$ cat config.mk
export PLATFORM = sky130hd
export DESIGN_NAME = tsync_seq
export DESIGN_NICKNAME = d
export VERILOG_FILES = /design/src/rtl/tsync_pkg.sv /design/src/rtl/tsync_release.sv /design/src/rtl/tsync_master.sv /design/src/rtl/tsync_slave.sv /design/src/rtl/tsync_seq.sv
export SDC_FILE = /design/constraint.sdc
export NUM_CORES = 1
export LEC_CHECK = 0
export BUFFER_PORTS_ARGS = -buffer_cell sky130_fd_sc_hd__buf_4
export CORE_AREA = 2 2 39 41
export CTS_BUF_LIST = sky130_fd_sc_hd__clkbuf_4 sky130_fd_sc_hd__clkbuf_8
export DETAILED_ROUTE_END_ITERATION = 10
export DIE_AREA = 0 0 41 43
export PLACE_DENSITY_LB_ADDON = 0.1
export SETUP_SLACK_MARGIN = 0.05
export SLEW_MARGIN = 20
export SYNTH_ARGS = -nofsm -noshare
export SYNTH_HDL_FRONTEND = slang
export SYNTH_SLANG_ARGS = --single-unit
$ cat constraint.sdc
create_clock -name clk -period 1.9 [get_ports clk]
set_input_delay 0.19 -clock clk [delete_from_list [all_inputs] [get_ports clk]]
set_output_delay 0.19 -clock clk [all_outputs]
set_load 0.1 [all_outputs]
$ cat src/rtl/tsync_pkg.sv
// Shared constants and state types for the time synchronization sequencer.
// Assumes the 4-bit message type codes of the protocol header.
package tsync_pkg;
    localparam int TYPE_W = 4;
    localparam logic [TYPE_W-1:0] MT_SYNC  = 4'h0;
    localparam logic [TYPE_W-1:0] MT_DREQ  = 4'h1;
    localparam logic [TYPE_W-1:0] MT_DRESP = 4'h9;

    typedef enum logic [1:0] {
        M_IDLE = 2'd0,
        M_SYNC = 2'd1,
        M_RESP = 2'd2
    } mst_state_t;

    typedef enum logic [1:0] {
        S_IDLE = 2'd0,
        S_REQ  = 2'd1,
        S_WAIT = 2'd2,
        S_DUMP = 2'd3
    } slv_state_t;
endpackage

$ cat src/rtl/tsync_release.sv
// Button release detector: pulses for one cycle when the button leaves its
// pressed level. Assumes button_i is already synchronous to clk.
module tsync_release #(
    parameter bit PRESS_LEVEL = 1'b1
) (
    input  logic clk,
    input  logic rst_n,
    input  logic level_i,
    output logic release_o
);
    logic pressed_now;
    logic pressed_q;

    generate
        if (PRESS_LEVEL) begin : g_high
            assign pressed_now = level_i;
        end else begin : g_low
            assign pressed_now = ~level_i;
        end
    endgenerate

    // Remember last cycle's pressed state.
    always_ff @(posedge clk) begin
        if (!rst_n) pressed_q <= 1'b0;
        else        pressed_q <= pressed_now;
    end

    assign release_o = pressed_q & ~pressed_now;
endmodule

$ cat src/rtl/tsync_master.sv
// Master message sequencer: sends Sync on a trigger and answers delay
// requests with delay responses. Holds one pending request while busy.
// Assumes sent_i is only meaningful while send_o is high.
module tsync_master
    import tsync_pkg::*;
(
    input  logic              clk,
    input  logic              rst_n,
    input  logic              en_i,
    input  logic              trig_i,
    input  logic              rx_dreq_i,
    input  logic              sent_i,
    output logic              send_o,
    output logic [TYPE_W-1:0] type_o
);
    mst_state_t state_q, state_d;
    logic       pend_q, pend_d;

    // Next-state selection; a request beats a sync trigger.
    always_comb begin
        state_d = state_q;
        pend_d  = pend_q;
        case (state_q)
            M_IDLE: begin
                pend_d = 1'b0;
                if (pend_q || rx_dreq_i) state_d = M_RESP;
                else if (trig_i)         state_d = M_SYNC;
            end
            M_SYNC, M_RESP: begin
                if (rx_dreq_i) pend_d = 1'b1;
                if (sent_i)    state_d = M_IDLE;
            end
            default: state_d = M_IDLE;
        endcase
    end

    // State register, cleared whenever the master role is not running.
    always_ff @(posedge clk) begin
        if (!rst_n || !en_i) begin
            state_q <= M_IDLE;
            pend_q  <= 1'b0;
        end else begin
            state_q <= state_d;
            pend_q  <= pend_d;
        end
    end

    assign send_o = (state_q != M_IDLE);
    assign type_o = (state_q == M_RESP) ? MT_DRESP : MT_SYNC;

    assert_resp_next_R5: assert property (@(posedge clk) disable iff (!rst_n)
        (en_i && !send_o && rx_dreq_i) |=> (send_o && type_o == MT_DRESP));

    assert_busy_trig_dropped_R6: assert property (@(posedge clk) disable iff (!rst_n)
        (en_i && send_o && !sent_i) |=> (send_o && $stable(type_o)));
endmodule

$ cat src/rtl/tsync_slave.sv
// Slave message sequencer: answers Sync with a delay request, waits for the
// delay response and then requests a timestamp export.
// Assumes completion inputs are only meaningful in their own state.
module tsync_slave
    import tsync_pkg::*;
(
    input  logic clk,
    input  logic rst_n,
    input  logic en_i,
    input  logic rx_sync_i,
    input  logic rx_dresp_i,
    input  logic sent_i,
    input  logic dump_done_i,
    output logic send_o,
    output logic dump_o
);
    slv_state_t state_q, state_d;

    // Next-state selection for the request/response exchange.
    always_comb begin
        state_d = state_q;
        case (state_q)
            S_IDLE: if (rx_sync_i) state_d = S_REQ;
            S_REQ:  if (sent_i)    state_d = S_WAIT;
            S_WAIT: begin
                if (rx_dresp_i)     state_d = S_DUMP;
                else if (rx_sync_i) state_d = S_REQ;
            end
            S_DUMP: if (dump_done_i) state_d = S_IDLE;
            default: state_d = S_IDLE;
        endcase
    end

    // State register, cleared whenever the slave role is not running.
    always_ff @(posedge clk) begin
        if (!rst_n || !en_i) state_q <= S_IDLE;
        else                 state_q <= state_d;
    end

    assign send_o = (state_q == S_REQ);
    assign dump_o = (state_q == S_DUMP);

    assert_sync_answered_R7: assert property (@(posedge clk) disable iff (!rst_n)
        (en_i && !send_o && !dump_o && rx_sync_i) |=> send_o);

    assert_dump_held_R1: assert property (@(posedge clk) disable iff (!rst_n)
        (en_i && dump_o && !dump_done_i) |=> dump_o);

    assert_send_dump_excl_R8: assert property (@(posedge clk) disable iff (!rst_n)
        !(send_o && dump_o));
endmodule

$ cat src/rtl/tsync_seq.sv
// Top of the synchronization sequencer: tracks the requested role, runs PHY
// setup on reset and on every role change, and enables the master or slave
// sequencer once setup is done. Assumes all inputs are synchronous to clk.
module tsync_seq
    import tsync_pkg::*;
#(
    parameter bit BTN_PRESS_LEVEL = 1'b1
) (
    input  logic              clk,
    input  logic              rst_n,
    input  logic              mode_master_i,
    input  logic              button_i,
    input  logic              tick_i,
    input  logic              init_done_i,
    input  logic              tx_sent_i,
    input  logic              rx_valid_i,
    input  logic [TYPE_W-1:0] rx_type_i,
    input  logic              l2_sel_i,
    input  logic              dump_done_i,
    output logic              phy_init_o,
    output logic              send_req_o,
    output logic [TYPE_W-1:0] send_type_o,
    output logic              send_l2_o,
    output logic              dump_req_o,
    output logic              mode_status_o
);
    logic              role_q;
    logic              init_q;
    logic              run_q;
    logic              stat_q;
    logic              l2_q;
    logic              mode_same;
    logic              m_en, s_en;
    logic              btn_rel, trig;
    logic              rx_sync, rx_dreq, rx_dresp;
    logic              m_send, s_send, s_dump;
    logic [TYPE_W-1:0] m_type;

    assign mode_same = (mode_master_i == role_q);
    assign m_en      = run_q &  role_q & mode_same;
    assign s_en      = run_q & ~role_q & mode_same;

    // Role tracking, setup request and published status.
    always_ff @(posedge clk) begin
        if (!rst_n) begin
            role_q <= 1'b0;
            init_q <= 1'b1;
            run_q  <= 1'b0;
            stat_q <= 1'b0;
        end else if (!mode_same) begin
            role_q <= mode_master_i;
            init_q <= 1'b1;
            run_q  <= 1'b0;
        end else if (init_q && init_done_i) begin
            init_q <= 1'b0;
            run_q  <= 1'b1;
            stat_q <= role_q;
        end
    end

    // Transport capture: follows the select while idle, frozen while sending.
    always_ff @(posedge clk) begin
        if (!rst_n)          l2_q <= 1'b0;
        else if (!send_req_o) l2_q <= l2_sel_i;
    end

    assign rx_sync  = rx_valid_i && (rx_type_i == MT_SYNC);
    assign rx_dreq  = rx_valid_i && (rx_type_i == MT_DREQ);
    assign rx_dresp = rx_valid_i && (rx_type_i == MT_DRESP);
    assign trig     = tick_i | btn_rel;

    tsync_release #(.PRESS_LEVEL(BTN_PRESS_LEVEL)) u_release (
        .clk       (clk),
        .rst_n     (rst_n),
        .level_i   (button_i),
        .release_o (btn_rel)
    );

    tsync_master u_master (
        .clk       (clk),
        .rst_n     (rst_n),
        .en_i      (m_en),
        .trig_i    (trig),
        .rx_dreq_i (rx_dreq),
        .sent_i    (tx_sent_i),
        .send_o    (m_send),
        .type_o    (m_type)
    );

    tsync_slave u_slave (
        .clk         (clk),
        .rst_n       (rst_n),
        .en_i        (s_en),
        .rx_sync_i   (rx_sync),
        .rx_dresp_i  (rx_dresp),
        .sent_i      (tx_sent_i),
        .dump_done_i (dump_done_i),
        .send_o      (s_send),
        .dump_o      (s_dump)
    );

    assign phy_init_o    = init_q;
    assign send_req_o    = m_send | s_send;
    assign send_type_o   = m_send ? m_type : (s_send ? MT_DREQ : MT_SYNC);
    assign send_l2_o     = l2_q;
    assign dump_req_o    = s_dump;
    assign mode_status_o = stat_q;

    assert_single_sender_R2: assert property (@(posedge clk) disable iff (!rst_n)
        $onehot0({m_send, s_send}));

    assert_quiet_in_init_R2: assert property (@(posedge clk) disable iff (!rst_n)
        phy_init_o |-> (!send_req_o && !dump_req_o));

    assert_role_change_inits_R2: assert property (@(posedge clk) disable iff (!rst_n)
        !mode_same |=> phy_init_o);

    assert_init_held_R1: assert property (@(posedge clk) disable iff (!rst_n)
        (phy_init_o && !init_done_i) |=> phy_init_o);

    assert_send_held_R1: assert property (@(posedge clk) disable iff (!rst_n)
        (send_req_o && !tx_sent_i && mode_same) |=>
            (send_req_o && $stable(send_type_o)));

    assert_l2_frozen_R10: assert property (@(posedge clk) disable iff (!rst_n)
        (send_req_o && !tx_sent_i && mode_same) |=> $stable(send_l2_o));

    assert_status_on_done_R11: assert property (@(posedge clk) disable iff (!rst_n)
        !(phy_init_o && init_done_i) |=> $stable(mode_status_o));
endmodule

==> reports/summary.txt <==
=================================================================================================
Kind of start point of the critical path                                                     flop
Number of iterations in the first detailed-routing pass                                         3
Drt wl/cell                                                                               10.9 um
Insertion delay of the later-clocked pin in the worst-skew pair                           0.27 ns
Leakage                                                                                  0.342 nW
Portion of total power attributed to the clock network                                      0.341
Global-route wire length before repair                                                    2.13 mm
Pin count of the biggest net entering global routing                                            9
HPWL after detailed placement                                                              967 um
Maximum fanout along the worst path                                                             5
Remaining routing DRC violations                                                                0
Iter 0 DRT Violations                                                                           5
Combinational Power Share                                                                   0.183
Buffer count from post-CTS setup fixing                                                         0
Cell at the root of the clock tree                                                       clkbuf_4
Most repeated cell in the gate-level netlist after synthesis                              dfxtp_1
Area leader, netlist                                                                      dfxtp_1
Syn Inst Count                                                                                 69
Number of inserted filler cells in the final layout                                           141
Via count of the first global-routing pass                                                    531
Total of warnings raised by yosys                                                               0
Top FF cell, synth                                                                        dfxtp_1
DP Area                                                                                  754 um^2
EDFF count, synth                                                                               0
Final-stage net count                                                                         109
Starting density of the core                                                                0.420
Smallest hold slack                                                                      0.139 ns
Number of gates given a new drive strength after cts                                            0
Async set-or-reset flop fraction in the synthesized netlist                                     0
Number of sinks driven by the clock tree                                                       11
Top cell type's share of synthesized area                                                   0.379
Number of antenna violations at the first check in global routing                               0
Post-synth top cells                                                                 11 x dfxtp_1, 7 x inv_1, 7 x o21ai_0
Count of port buffers added during placement                                                   20
Endpoint kind of the worst setup timing path                                          output port
Overflow left after global routing                                                              0
CTS H-Tree Depth                                                                                1
Unrepaired setup endpoints after global routing                                             false
Combined global-route utilization of all metal layers                                       0.176
Design internal power                                                                  0.000365 W
Number of synthesized register bits                                                            11
Seq pwr share                                                                               0.475
Clock tree from TritonCTS                                                                     yes
Max-cap violations                                                                              0
Seq/Total Area, Yosys                                                                       0.379
Final setup vio count                                                                           0
Area of the core                                                                        1380 um^2
Area added between synthesis and finish                                                     35.1%
Number of clock buffers inserted by TritonCTS                                                   3
Antenna cells                                                                                   0
Final RePlAce weighted congestion                                                           0.819
Worst endpoint data arrival time                                                          1.45 ns
Period utilisation layout                                                                   0.865
Clock tree buffer depth                                                                         2
Detailed Route WL                                                                         1.18 mm
Switch share                                                                                0.284
Cell area after layout                                                                   785 um^2
Std-Cell Rows                                                                                  14
Final worst clock skew                                                                 0.00233 ns
Number of placed instances with taps included                                                 104
ANT nets after route                                                                            0
PD cells                                                                              650 nW/um^2
Share of cells above drive strength 1                                                       0.348
Post-synth design cell area                                                              581 um^2
Critical path type                                                                        reg2out
Hold Violations, Final                                                                          0
Final min period                                                                          1.64 ns
Worst endpoint required time                                                              1.71 ns
Worst IR Drop VDD                                                                          344 uV
Average instance area after synthesis                                                   8.41 um^2
Top post-synthesis cells by area                                                     dfxtp_1 38%, o21ai_0 6.0%, inv_1 4.5%, a21oi_1 4.3%, ha_1 4.3%
Register clock-pin slew on the reported worst setup and hold paths                        0.07 ns
Number of buffers added to fix hold violations after cts                                        0
Die outline area                                                                        1760 um^2
Net switching power                                                                    0.000145 W
Max Clk Rate                                                                              609 MHz
Final setup slack of the worst path                                                      0.257 ns
Setup tns final                                                                              0 ns
Number of distinct library cell variants in the gate-level netlist after synthesis             32
Number of pins exceeding their max-slew limit in the final report                               0
Post-route non-filler standard cell count                                                     108
Chip width                                                                                  41 um
Worst setup slack before clock tree synthesis                                            0.496 ns
Min-delay worst type                                                                       in2reg
Die Ht                                                                                      43 um
IO Pins                                                                                        23
Vias per Instance                                                                            5.13
Detailed-route via count                                                                      554
Run status                                                                           complete, no violations
=================================================================================================
[layer usage]
layer	global-route usage	routed length [um]
met2	0.250	532
met3	0.0785	77
met5	0	0
met4	0.0600	13
met1	0.230	556
[layout by cell type (no fill, tap or decap), types with 2 or more instances in the layout]
cell      synthesis  layout
a21boi_0          2       2
a21oi_1           5       5
and2_2            2       2
and3_1            2       2
buf_4             2      20
clkbuf_4          0       4
conb_1            1       2
dfxtp_1          11      11
ha_1              2       2
inv_1             7       7
nor2_1            5       4
nor2b_1           3       3
o21ai_0           7       6
[registers in the layout, summed over array words and instances (netlist names)]
name / cells
mode_status_o: 1
phy_init_o: 1
role_q: 1
run_q: 1
send_l2_o: 1
u_master.pend_q: 1
u_master.state_q: 2
u_release.pressed_q: 1
u_slave.state_q: 2
[cell families (layout without fill, tap and decap cells)]
group	Yosys count	after routing	synth area share
other	1	2	0.00646
buffers and inverters	9	31	0.0711
adder cells (fa/ha/maj)	2	2	0.0431
AO/OA/AOI/OAI	24	24	0.276
AND/OR/NAND/NOR	22	22	0.224
flip-flops	11	11	0.379
[worst paths after layout]
| check | from | end | slack [ns] | cells after the start |
|---|---|---|---|---|
| min reg2reg | send_l2_o$_SDFFE_PN0N_ | send_l2_o$_SDFFE_PN0N_ | 0.49 | 2 |
| max | u_master.state_q[0]$_SDFFE_PP0P_ | send_type_o[0] | 0.26 | 5 |
| min | button_i | u_release.pressed_q$_SDFF_PN0_ | 0.14 | 2 |
| max reg2reg | u_master.state_q[0]$_SDFFE_PP0P_ | u_master.state_q[1]$_SDFFE_PP0P_ | 0.49 | 5 |
[layout make-up]
cell class              instances  area, um^2  share of cell area
multi-input cells              50         338               0.431
repair buffers                 20         150               0.191
flip-flops and latches         11         220               0.281
clock buffers                   4        30.0              0.0383
inverters                       7        26.3              0.0335
well taps                      16        20.0              0.0255
[critical path, stage by stage, from the launching register on]
cell	delay [ns]
dfxtp_1	0.33
inv_1	0.06
ha_1	0.28
o21ai_4	0.09
o21a_2	0.14
buf_4	0.28
[per-stage QoR]
stage / total power [W] / util
detailed placement: 0.000342 / 0.545
global route: 0.000532 / 0.567
finish: 0.000510 / 0.567
floorplan: 0.000309 / -
global placement: 0.000340 / 0.545
CTS: 0.000512 / 0.567
[power by group through the flow]
stage	logic [W]	clock network (W)	registers [W]
3_3_place_gp	0.0000932	0	0.000247
5_1_grt	0.000102	0.000188	0.000243
2_1_floorplan	0.0000408	0	0.000269
6_report	0.0000934	0.000174	0.000242
3_5_place_dp	0.0000941	0	0.000247
4_1_cts	0.0000941	0.000175	0.000242
Power figures use the tool's default switching activity.
